[config.mk]
export PLATFORM = sky130hd
export DESIGN_NAME = trim_corrector
export DESIGN_NICKNAME = d
export VERILOG_FILES = /design/src/rtl/trim_pkg.sv /design/src/rtl/trim_period_timer.sv /design/src/rtl/trim_cfg_latch.sv /design/src/rtl/trim_pulse_shaper.sv /design/src/rtl/trim_corrector.sv
export SDC_FILE = /design/constraint.sdc
export NUM_CORES = 1
export LEC_CHECK = 0
export BUFFER_PORTS_ARGS = -buffer_cell sky130_fd_sc_hd__clkbuf_2
export CAP_MARGIN = 20
export CORE_MARGIN = 2
export CORE_UTILIZATION = 25
export CTS_CLUSTER_SIZE = 25
export DETAILED_ROUTE_END_ITERATION = 8
export PLACE_DENSITY_LB_ADDON = 0.08
export SYNTH_ARGS = -nofsm -noshare
export SYNTH_HDL_FRONTEND = slang
export SYNTH_SLANG_ARGS = --single-unit
[constraint.sdc]
create_clock -name clk -period 3.4 [get_ports clk]
set_clock_uncertainty 0.2 [all_clocks]
set_input_delay 0.17 -clock clk [delete_from_list [all_inputs] [get_ports clk]]
set_output_delay 0.17 -clock clk [all_outputs]
set_load 0.02 [all_outputs]
[src/rtl/trim_pkg.sv]
// Package: shared types and trim-word decoding for the trim corrector.
// Assumes the 6-bit amount encoding in which adding uses an offset of one
// and removing uses a complement plus one; every step is two pulses.
package trim_pkg;
    localparam int TRIM_AMT_W = 6;
    localparam int TRIM_W     = TRIM_AMT_W + 2;
    localparam int STEP_W     = TRIM_AMT_W + 1;
    localparam int PULSE_W    = TRIM_AMT_W + 2;

    typedef struct packed {
        logic                  long_period;
        logic                  remove;
        logic [TRIM_AMT_W-1:0] amount;
    } trim_cfg_t;

    // Number of pulses (two per step) requested by a trim word, capped.
    function automatic logic [PULSE_W-1:0] trim_pulses(trim_cfg_t c, int unsigned max_steps);
        logic [STEP_W-1:0] steps;
        if (c.amount == '0)
            steps = '0;
        else if (!c.remove)
            steps = {1'b0, c.amount} - STEP_W'(1);
        else
            steps = {1'b0, ~c.amount} + STEP_W'(1);
        if (steps > STEP_W'(max_steps))
            steps = STEP_W'(max_steps);
        return {steps, 1'b0};
    endfunction
endpackage

[src/rtl/trim_period_timer.sv]
// Period timer: counts one-second strobes and flags the boundary at the end
// of a short or long correction period. Assumes sec_tick is a one-cycle pulse.
// The count is cleared while run is low.
module trim_period_timer #(
    parameter int SHORT_SECS = 20,
    parameter int LONG_SECS  = 60
) (
    input  logic clk,
    input  logic rst_n,
    input  logic run,
    input  logic sec_tick,
    input  logic long_sel,
    output logic boundary
);
    localparam int CW = $clog2(LONG_SECS);

    logic [CW-1:0] sec_cnt;
    logic [CW-1:0] limit;

    assign limit    = long_sel ? CW'(LONG_SECS - 1) : CW'(SHORT_SECS - 1);
    assign boundary = run && sec_tick && (sec_cnt >= limit);

    // Second counter: wraps at the boundary, held clear when mode is off.
    always_ff @(posedge clk) begin
        if (!rst_n || !run)
            sec_cnt <= '0;
        else if (sec_tick)
            sec_cnt <= boundary ? '0 : sec_cnt + CW'(1);
    end

    p_cnt_in_range_r3: assert property (@(posedge clk) disable iff (!rst_n)
        sec_cnt <= CW'(LONG_SECS - 1));
    p_halt_when_off_r9: assert property (@(posedge clk) disable iff (!rst_n)
        !run |=> sec_cnt == '0);
    p_still_without_tick_r3: assert property (@(posedge clk) disable iff (!rst_n)
        (run && !sec_tick) |=> $stable(sec_cnt));
endmodule

[src/rtl/trim_cfg_latch.sv]
// Config latch: holds the software-written trim word as pending, raises busy,
// and moves it to the active copy at the next period boundary. Assumes software
// waits for busy to drop; a later write simply replaces the pending word.
module trim_cfg_latch
    import trim_pkg::*;
(
    input  logic      clk,
    input  logic      rst_n,
    input  logic      wr_en,
    input  trim_cfg_t wr_cfg,
    input  logic      boundary,
    output logic      busy,
    output trim_cfg_t active,
    output trim_cfg_t load_cfg
);
    trim_cfg_t pending;

    // Word that takes effect at the current boundary.
    assign load_cfg = busy ? pending : active;

    // Pending/active registers and the busy flag.
    always_ff @(posedge clk) begin
        if (!rst_n) begin
            pending <= '0;
            active  <= '0;
            busy    <= 1'b0;
        end else begin
            if (boundary && busy)
                active <= pending;
            if (wr_en) begin
                pending <= wr_cfg;
                busy    <= 1'b1;
            end else if (boundary) begin
                busy    <= 1'b0;
            end
        end
    end

    p_busy_after_write_r2: assert property (@(posedge clk) disable iff (!rst_n)
        wr_en |=> busy);
    p_busy_clears_r3: assert property (@(posedge clk) disable iff (!rst_n)
        (boundary && !wr_en) |=> !busy);
    p_active_stable_r8: assert property (@(posedge clk) disable iff (!rst_n)
        !boundary |=> $stable(active));
endmodule

[src/rtl/trim_pulse_shaper.sv]
// Pulse shaper: after each boundary it adds or suppresses the decoded number
// of oscillator pulses on the prescaler count controls. Assumes osc_tick is a
// one-cycle strobe; the boundary cycle's own tick is passed unchanged.
module trim_pulse_shaper
    import trim_pkg::*;
#(
    parameter int MAX_STEPS = 62
) (
    input  logic      clk,
    input  logic      rst_n,
    input  logic      run,
    input  logic      osc_tick,
    input  logic      load,
    input  trim_cfg_t load_cfg,
    output logic      cnt_en,
    output logic      cnt_extra
);
    logic [PULSE_W-1:0] rem;
    logic               remove_q;
    logic               correcting;

    assign correcting = run && (rem != '0);
    assign cnt_en     = osc_tick && !(correcting && remove_q);
    assign cnt_extra  = osc_tick && correcting && !remove_q;

    // Remaining-pulse counter, reloaded at each boundary.
    always_ff @(posedge clk) begin
        if (!rst_n || !run) begin
            rem      <= '0;
            remove_q <= 1'b0;
        end else if (load) begin
            rem      <= trim_pulses(load_cfg, MAX_STEPS);
            remove_q <= load_cfg.remove;
        end else if (osc_tick && rem != '0) begin
            rem      <= rem - PULSE_W'(1);
        end
    end

    p_quiet_without_tick_r1: assert property (@(posedge clk) disable iff (!rst_n)
        !osc_tick |-> (!cnt_en && !cnt_extra));
    p_rem_capped_r7: assert property (@(posedge clk) disable iff (!rst_n)
        rem <= PULSE_W'(2 * MAX_STEPS));
    p_rem_steps_down_r4: assert property (@(posedge clk) disable iff (!rst_n)
        (run && !load && osc_tick && rem != '0) |=> rem == $past(rem) - PULSE_W'(1));
    p_drop_when_off_r9: assert property (@(posedge clk) disable iff (!rst_n)
        !run |=> rem == '0);
endmodule

[src/rtl/trim_corrector.sv]
// Top: periodic oscillator trim corrector. Ties the period timer, the config
// latch and the pulse shaper together. Assumes the prescaler supplies a
// one-second strobe and honours cnt_en / cnt_extra on each oscillator pulse.
module trim_corrector
    import trim_pkg::*;
#(
    parameter int SHORT_SECS = 20,
    parameter int LONG_SECS  = 60,
    parameter int MAX_STEPS  = 62
) (
    input  logic              clk,
    input  logic              rst_n,
    input  logic              mode_sel,
    input  logic              osc_tick,
    input  logic              sec_tick,
    input  logic              wr_en,
    input  logic [TRIM_W-1:0] wr_data,
    output logic              busy,
    output logic              cnt_en,
    output logic              cnt_extra
);
    trim_cfg_t active;
    trim_cfg_t load_cfg;
    logic      boundary;

    trim_period_timer #(
        .SHORT_SECS(SHORT_SECS),
        .LONG_SECS (LONG_SECS)
    ) u_timer (
        .clk     (clk),
        .rst_n   (rst_n),
        .run     (mode_sel),
        .sec_tick(sec_tick),
        .long_sel(active.long_period),
        .boundary(boundary)
    );

    trim_cfg_latch u_cfg (
        .clk     (clk),
        .rst_n   (rst_n),
        .wr_en   (wr_en),
        .wr_cfg  (trim_cfg_t'(wr_data)),
        .boundary(boundary),
        .busy    (busy),
        .active  (active),
        .load_cfg(load_cfg)
    );

    trim_pulse_shaper #(
        .MAX_STEPS(MAX_STEPS)
    ) u_shaper (
        .clk      (clk),
        .rst_n    (rst_n),
        .run      (mode_sel),
        .osc_tick (osc_tick),
        .load     (boundary),
        .load_cfg (load_cfg),
        .cnt_en   (cnt_en),
        .cnt_extra(cnt_extra)
    );

    p_exclusive_controls_r5: assert property (@(posedge clk) disable iff (!rst_n)
        cnt_extra |-> cnt_en);
endmodule

==> results of run 1 <==
[report_power, final]
| group | leakage, uW | internal [uW] | switching [uW] |
|---|---|---|---|
| clock network | 0.0000445 | 164 | 148 |
| logic | 0.000593 | 269 | 344 |
| registers | 0.000260 | 426 | 47.5 |
| total | 0.000898 | 859 | 540 |
[tightest hold or removal path: cells and delay by family]
| kind | cells | cell delay [ns] |
|---|---|---|
| xor gates and xnor gates | 1 | 0.09 |
| and+or+nand+nor | 1 | 0.07 |
| buffers and inverters | 1 | 0.17 |
[synthesized netlist by cell type (2+ instances only)]
library cell,instances,share of area
a221oi_1,4,0.018
a21oi_1,8,0.021
dfxtp_1,32,0.34
or3_1,3,0.0099
xor2_1,5,0.023
inv_1,5,0.0099
clkbuf_1,3,0.0059
nand4_1,4,0.013
ha_1,7,0.046
and2_1,3,0.0099
buf_4,2,0.0079
buf_2,2,0.0053
nand2_1,13,0.026
nor3_1,11,0.029
nand2b_1,2,0.0066
o21ai_1,6,0.016
nand3_1,2,0.0053
nor2b_1,17,0.056
o22ai_1,2,0.0066
nor2_1,26,0.051
nor3b_1,3,0.012
xnor2_1,14,0.065
mux2i_1,21,0.11
[metal layers]
metal / vias to the layer above / GRT usage / routed length (um)
met2: 21 / 0.1840 / 2017
met4: 0 / 0.03788 / 63
met3: 6 / 0.02739 / 128
li1: 801 / - / -
met1: 686 / 0.1421 / 2128
met5: - / 0 / 0
[cells by family (layout without fill, tap and decap cells)]
group	count (synthesis)	in the layout	share of synthesized area
buffers and inverters	14	39	0.03691
AO/OA/AOI/OAI	30	30	0.1101
adder cells (fa/ha/maj)	7	7	0.04614
AND/OR/NAND/NOR	90	90	0.2452
flip-flops	32	32	0.3375
multiplexers	24	24	0.1364
XOR/XNOR	19	19	0.08767
[how the worst min path moves through the flow]
| stage | endpoint | depth (start not counted) | from | slack (ns) |
|---|---|---|---|---|
| 6_report | u_timer.sec_cnt[0] | 3 | sec_tick | 0.05 |
| 5_1_grt | u_timer.sec_cnt[0] | 3 | sec_tick | 0.09 |
| 4_1_cts | u_timer.sec_cnt[0] | 3 | sec_tick | 0.05 |
| 3_5_place_dp | u_cfg.pending[1] | 3 | wr_data[1] | 0.23 |
| 3_3_place_gp | u_cfg.pending[5] | 3 | wr_data[5] | 0.23 |
| 2_1_floorplan | u_cfg.active[7] | 1 | rst_n | 0.1 |
[registers in the layout, indices dropped and copies added, names as in the netlist]
name,flops
u_shaper.remove_q,1
u_timer.sec_cnt,6
u_cfg.pending,8
u_cfg.busy,1
u_shaper.rem,8
u_cfg.active,8
[final cells by class]
class | count | area, um2
Sequential cell | 32 | 640.6
Fill cell | 826 | 5056
Timing Repair Buffer | 25 | 167.7
Clock inverter | 1 | 7.507
Multi-Input combinational cell | 170 | 1187
Clock buffer | 7 | 86.33
Tap cell | 99 | 123.9
Inverter | 6 | 22.52
[metrics by stage]
| step | utilization | power (uW) | hold slack, ns |
|---|---|---|---|
| after floorplan | - | 964.0 | 0.09817 |
| after global placement | 0.2828 | 1114 | 0.2273 |
| after detailed placement | 0.2828 | 1095 | 0.2346 |
| after CTS | 0.3066 | 1429 | 0.05093 |
| after global routing | 0.3066 | 1530 | 0.08796 |
| final | 0.3066 | 1399 | 0.04590 |
[timing repair]
action,in CTS,in global routing
endpoints found under the hold margin,8,0
buffers inserted,0,0
endpoints found under the setup margin,0,0
hold buffers,8,0
==> results_dict.tcl, run 1 <==
set metrics [dict create \
    status "completed" \
    power.static_leakage_uw 0.0008975 \
    io_buffer_count 16 \
    place_congestion 0.7102 \
    cts_buffers 5 \
    path_buf_inv 0 \
    critPathLaunch "u_cfg.busy" \
    final_cells 340 \
    synth-async-reset-ratio 0 \
    grt_max_degree 20 \
    layout_common_cells "dfxtp_1 (32), nor2_1 (26), mux2i_1 (21)" \
    vias_per_cell 4.453 \
    drt_iter0_drc 51 \
    synth_ff_type "dfxtp_1" \
    wire_per_inst_um 12.76 \
    powerDensity_nw_per_um2 625.5 \
    finalHoldViolCount 0 \
    path_cells "mux2i_1 > ha_1 > or3_1 > a31oi_1 > nand4_1 > nor4_2 > o22ai_1" \
    fin_crit_sh 0.7147 \
    setup_ws_ns 0.9701 \
    end_kind "register" \
    htree_levels 2 \
    rsz0062_at_grt "false" \
    worst_ep_required_time_ns 3.36 \
    criticalPathCategory "register to register" \
    first_global_vias 1548 \
    maxSlewHeadroom 0.6842 \
    syn2layout_area_growth_pct 17.80 \
    r2r-end "u_shaper.rem[1]" \
    antennaDiodeCount 0 \
    clk_pin_slew_worst_paths_ns 0.07 \
    syn_area_per_cell_um2 8.787 \
    hpwl_mm 3.244 \
    drive_gt1_frac 0.1328 \
    synth_cell_types 44 \
    cts.path.max_buffers 2 \
    dr.pass1.iters 4 \
    drv_slew 0 \
    dp_slack_ns 0.9748 \
    critPathSlowestCell "dfxtp_1" \
    clockRootBuffer "clkbuf_8" \
    io_pins 17 \
    postRouteWirelength_mm 4.338 \
    num_vias 1514 \
    stdcell_area_um2 2236 \
    setup_viol 0 \
    setup_tns_ns 0 \
    period_minus_slack_ns 2.430 \
    nets 261 \
    synth_seq_area_share 0.3375 \
    final_common_cell "dfxtp_1" \
    chipWidth_um 91.14 \
    synthCells 216 \
    dpl_cell_area_um2 2062 \
    worstRegToRegCells 7 \
    maxCapViolCount 0 \
    rows 31 \
    fmax_ghz 0.4115 \
    gr-total-overflow 0 \
    crit_arrival_ns 2.39 \
    fp.dieArea_um2 8306 \
    cp_max_fo 6 \
    initial_core_util 0.2603 \
    synth_edf_count 0 \
    drc 0 \
    antenna_left 0 \
    r2r-start "u_cfg.busy" \
    ys_seq_elements 32 \
    critPathMaxStageDelay_ns 0.45 \
    tightestPinTransition_ns 0.4705 \
    cts.sinks 32 \
    crit_family "simple AND/OR/NAND/NOR gates" \
    synth_fp_nets 237 \
    cts_resized 0 \
    critical_path_depth 7 \
    track_usage 0.1116 \
    hp-class "primary input to register" \
    syn_area_um2 1898 \
    cts_tree "yes" \
    antenna_found_initial 0 \
    yosys_warnings 0 \
    dp_cells 324 \
    endpoint "u_shaper.rem[1]" \
    ir_worst_vdd_uv 182.4 \
    core_um2 7292 \
    ff2ff_setup_slack_ns 0.97 \
    grt_first_pass_wirelength_mm 7.403 \
    die_height_um 91.14 \
    clock_latency_ns 0.29 \
    cp-start-kind "register" \
]
(Power assumes the default switching activity.)
==> run 2, diff against run 1 <==
==> constraint.sdc (replaced) <==
create_clock -name clk -period 2.09 [get_ports clk]
set_clock_uncertainty 0.2 [all_clocks]
set_input_delay 0.1045 -clock clk [delete_from_list [all_inputs] [get_ports clk]]
set_output_delay 0.1045 -clock clk [all_outputs]
set_load 0.02 [all_outputs]
==> run 2 against run 1 <==
Against the previous run: sequential share of layout area decreased by 2.7 points; combinational power increased by 89%; largest power group unchanged; first-iteration DRC count decreased by 14%; critical path type unchanged; routed wire length increased by 3.9%; critical endpoint unchanged; final cell count increased by 5.9%; the run now ends with setup timing left; core utilization increased by 3.4 points; highest routed layer unchanged; cell area increased by 11%; die area unchanged.
==> results_dict.tcl, run 2 (same netlist as run 1, synthesis figures left out) <==
set metrics [dict create \
    status "complete, but fails checks" \
    violations "setup timing" \
    wire_per_inst_um 12.53 \
    grt_first_pass_wirelength_mm 8.024 \
    drv_slew 0 \
    setup_viol 1 \
    gr-total-overflow 0 \
    rows 31 \
    antennaDiodeCount 0 \
    worstRegToRegCells 7 \
    drc 0 \
    hp-class "primary input to register" \
    grt_max_degree 20 \
    cp-start-kind "register" \
    ff2ff_setup_slack_ns -0.03 \
    rsz0062_at_grt "true" \
    tightestPinTransition_ns 0.3715 \
    vias_per_cell 4.425 \
    cts_buffers 5 \
    nets 281 \
    hold_depth 2 \
    io_pins 17 \
    period_minus_slack_ns 2.125 \
    final_common_cell "dfxtp_1" \
    clock_latency_ns 0.29 \
    drive_gt1_frac 0.2529 \
    hpwl_mm 3.451 \
    antenna_left 0 \
    cts_tree "yes" \
    power.static_leakage_uw 0.001020 \
    cts.path.max_buffers 2 \
    layout_common_cells "dfxtp_1 (31), nor2_1 (25), mux2i_1 (19), buf_4 (19), nor2b_1 (17)" \
    ir_worst_vdd_uv 333.0 \
    worst_ep_required_time_ns 2.05 \
    holdWs_ns 0.06632 \
    fin_crit_sh 1.017 \
    antenna_found_initial 0 \
    dr.pass1.iters 2 \
    first_global_vias 1628 \
    drt_iter0_drc 44 \
    track_usage 0.1216 \
    cp_max_fo 4 \
    finalHoldViolCount 0 \
    dp_slack_ns -0.05737 \
    clk_pin_slew_worst_paths_ns 0.07 \
    num_vias 1593 \
    place_congestion 0.7623 \
    chipWidth_um 91.14 \
    post_cts_buffers 0 \
    fmax_ghz 0.4706 \
    io_buffer_count 16 \
    criticalPathCategory "register to register" \
    htree_levels 2 \
    initial_core_util 0.2603 \
    syn2layout_area_growth_pct 31.05 \
    postRouteWirelength_mm 4.509 \
    powerDensity_nw_per_um2 978.4 \
    clockRootBuffer "clkbuf_8" \
    reg.largest.list "u_cfg.active (8), u_cfg.pending (8), u_shaper.rem (8)" \
    fp.dieArea_um2 8306 \
    die_height_um 91.14 \
    cts.sinks 32 \
    maxCapViolCount 0 \
    core_um2 7292 \
    crit_arrival_ns 2.08 \
    setup_ws_ns -0.03487 \
    end_kind "register" \
    maxSlewHeadroom 0.7452 \
]
-- run 2: layout make-up --
type / count / area (um2)
fillers: 814 / 4805
multi-input cells: 170 / 1271
flip-flops and latches: 32 / 644.4
repair buffers: 45 / 332.8
well taps: 99 / 123.9
clock buffers: 7 / 86.33
inverters: 6 / 22.52
clock inverters: 1 / 6.256
-- run 2: worst max-delay path: stages (launching register included) --
cell	delay, ns
dfxtp_4	0.40
mux2i_4	0.27
ha_4	0.24
or3_1	0.30
a31oi_1	0.16
nand4_1	0.14
nor4_2	0.17
o22ai_1	0.10
-- run 2: worst paths after layout --
check                                      start               to
worst min register to register  u_cfg.pending[7]  u_cfg.active[7]
worst max-delay path                  u_cfg.busy  u_shaper.rem[1]
worst max register to register        u_cfg.busy  u_shaper.rem[1]
worst min-delay path                       rst_n       u_cfg.busy
-- run 2: per-stage QoR --
step	instance area (um2)	util	power, uW	setup TNS (ns)	std cells
2_1_floorplan	1947	-	1578	-0.1636	216
3_3_place_gp	2258	0.3097	1902	-0.07552	343
3_5_place_dp	2258	0.3097	1879	-0.06389	343
4_1_cts	2444	0.3351	2435	-0.07365	360
5_1_grt	2487	0.3411	2653	-0.2248	360
6_report	2487	0.3411	2434	-0.03487	360
-- run 2: what timing repair did --
item	CTS	global route
gates resized for setup	1	11
pin swaps	0	2
gates cloned	0	0
setup endpoints to repair	9	6
hold buffers	9	0
hold endpoints to repair	9	0
-- run 2: layer usage --
layer | routed length [um] | track usage
met1 | 2369 | 0.1662
met2 | 1959 | 0.1883
met3 | 109 | 0.02739
met4 | 70 | 0.04167
met5 | 0 | 0
-- run 2: power by group --
part	switching [uW]	internal, uW	leakage, uW
Clock	250	269	0.0000488
Sequential	67.0	692	0.000260
Combinational	623	533	0.000711
Total	940	1490	0.00102
==> run 3, diff against run 2 <==
--- a/config.mk
+++ b/config.mk
@@ -14,4 +14,5 @@
 export PLACE_DENSITY_LB_ADDON = 0.08
 export SYNTH_ARGS = -nofsm -noshare
 export SYNTH_HDL_FRONTEND = slang
+export SYNTH_HIERARCHICAL = 1
 export SYNTH_SLANG_ARGS = --single-unit
==> constraint.sdc (replaced) <==
create_clock -name clk -period 2.55 [get_ports clk]
set_clock_uncertainty 0.2 [all_clocks]
set_input_delay 0.1275 -clock clk [delete_from_list [all_inputs] [get_ports clk]]
set_output_delay 0.1275 -clock clk [all_outputs]
set_load 0.02 [all_outputs]
==> run 3 against run 2 <==
Against the previous run: the run now ends clean; register-to-register slack better by 0.28 ns; critical endpoint is now u_shaper/rem[1]; non-clock buffer count shrank 15; critical path depth grew 1; largest power group unchanged.
==> results_dict.tcl, run 3 <==
set metrics [dict create \
    clk_pin_slew_worst_paths_ns 0.08 \
    maxCapViolCount 0 \
    ctsHoldBuffers 10 \
    critPathSlowestCell "mux2_2" \
    criticalPathCategory "register to register" \
    drt_iter0_drc 69 \
    fill_cells 852 \
    syn_area_um2 1974 \
    status "completed" \
    clockRootBuffer "clkbuf_8" \
    antenna_left 0 \
    crit_arrival_ns 2.29 \
    critPathMaxStageDelay_ns 0.41 \
    hpwl_mm 3.061 \
    fin_crit_sh 0.9031 \
    rows 32 \
    pwr-share-seq 0.353 \
    cts_tree "yes" \
    cts_resized 0 \
    swShare 0.3831 \
    gr-total-overflow 0 \
    layout_common_cells "dfxtp_1 (32), nand2_1 (21), clkbuf_2 (16)" \
    end_kind "register" \
    vias_per_cell 4.540 \
    p_clk_frac 0.231 \
    fmax_ghz 0.4343 \
    powerDensity_nw_per_um2 784.3 \
    path_buf_inv 1 \
    place_congestion 0.7276 \
    setup_tns_ns 0 \
    clock_latency_ns 0.29 \
    yosys_warnings 6 \
    setup_viol 0 \
    die_height_um 92.87 \
    wire_per_inst_um 12.69 \
    postRouteWirelength_mm 4.327 \
    initial_core_util 0.2568 \
    io_buffer_count 16 \
    chipWidth_um 92.87 \
    cts.sinks 32 \
    antennaDiodeCount 0 \
    grt_max_degree 29 \
    antenna_found_initial 0 \
    p_int_uw 1103 \
    cts_buffers 5 \
    period_minus_slack_ns 2.303 \
    p_switching_uw 684.9 \
    first_global_vias 1522 \
    track_usage 0.1092 \
    htree_levels 2 \
    post_cts_buffers 0 \
    maxSlewHeadroom 0.7405 \
    drive_gt1_frac 0.2343 \
    num_vias 1548 \
    drv_slew 0 \
    synth_fp_nets 236 \
    fp.dieArea_um2 8625 \
    syn2layout_area_growth_pct 15.46 \
    crit_family "compound AO/OA/AOI/OAI gates" \
    reg.largest.list "u_cfg/active (8), u_cfg/pending (8), u_shaper/rem (8)" \
    worst_ep_required_time_ns 2.54 \
    final_cells 341 \
    finalHoldViolCount 0 \
    synthCells 216 \
    nets 258 \
    syn_area_per_cell_um2 9.141 \
    cp-start-kind "register" \
    final_core_util 0.2965 \
    tightestPinTransition_ns 0.3871 \
    cts.path.max_buffers 2 \
    ir_worst_vdd_uv 190.6 \
    cp_max_fo 6 \
    dr.pass1.iters 4 \
    grt_first_pass_wirelength_mm 7.569 \
    drc 0 \
    path_cells "mux2_2 > inv_1 > ha_1 > nand2b_4 > o41a_1 > o21ai_1 > o22ai_1 > a21o_1" \
    final_common_cell "dfxtp_1" \
    core_um2 7687 \
    hp-class "primary input to register" \
    io_pins 17 \
    power.static_leakage_uw 0.0008656 \
    rsz0062_at_grt "false" \
    p_comb_frac 0.417 \
    dp_cells 323 \
]
-- run 3: cell type report --
cell class	instances	area (um2)	share of cell area
inverter	8	30.03	0.01317
timing repair buffer	30	210.2	0.09221
multi-input combinational	161	1179	0.5170
sequential	32	640.6	0.2810
tap	102	127.6	0.05598
clock inverter	3	23.77	0.01043
clock buffer	5	68.82	0.03019
-- run 3: power groups by stage --
stage	Sequential (uW)	Combinational, uW	Clock (uW)
floorplan	626	610	0
global placement	643	753	0
detailed placement	641	734	0
CTS	630	751	435
global route	641	846	456
finish	630	745	413
-- run 3: stage by stage --
stage	area (um2)	worst slack, ns	total power (uW)	hold WS [ns]
after global placement	2087	0.2452	1396	0.1875
after global routing	2280	0.1455	1943	0.04834
after detailed placement	2087	0.2848	1375	0.1928
after CTS	2280	0.2676	1816	0.02008
final	2280	0.2472	1788	0.02097
after floorplan	1974	0.1531	1236	0.09691
-- run 3: tightest hold or removal path: cells and delay by family --
kind	cells	cell delay (ns)
buffers and inverters	1	0.14
AOI/OAI and AO/OA	1	0.07
and+or+nand+nor	1	0.11
-- run 3: worst paths after layout --
check	start	to	slack [ns]	depth (start not counted)
hold reg to reg	u_cfg/active[3]	u_cfg/active[3]	0.26	2
setup / recovery	u_cfg/busy	u_shaper/rem[1]	0.25	8
hold / removal	mode_sel	u_timer/sec_cnt[1]	0.02	3
setup reg to reg	u_cfg/busy	u_shaper/rem[1]	0.25	8
-- run 3: routing by layer --
metal  vias up  global-route usage  routed length, um
met2        24              0.1691               1992
met4         0             0.03309                 48
met3         4             0.02766                136
met5         -                   0                  0
li1        813                   -                  -
met1       707              0.1490               2149
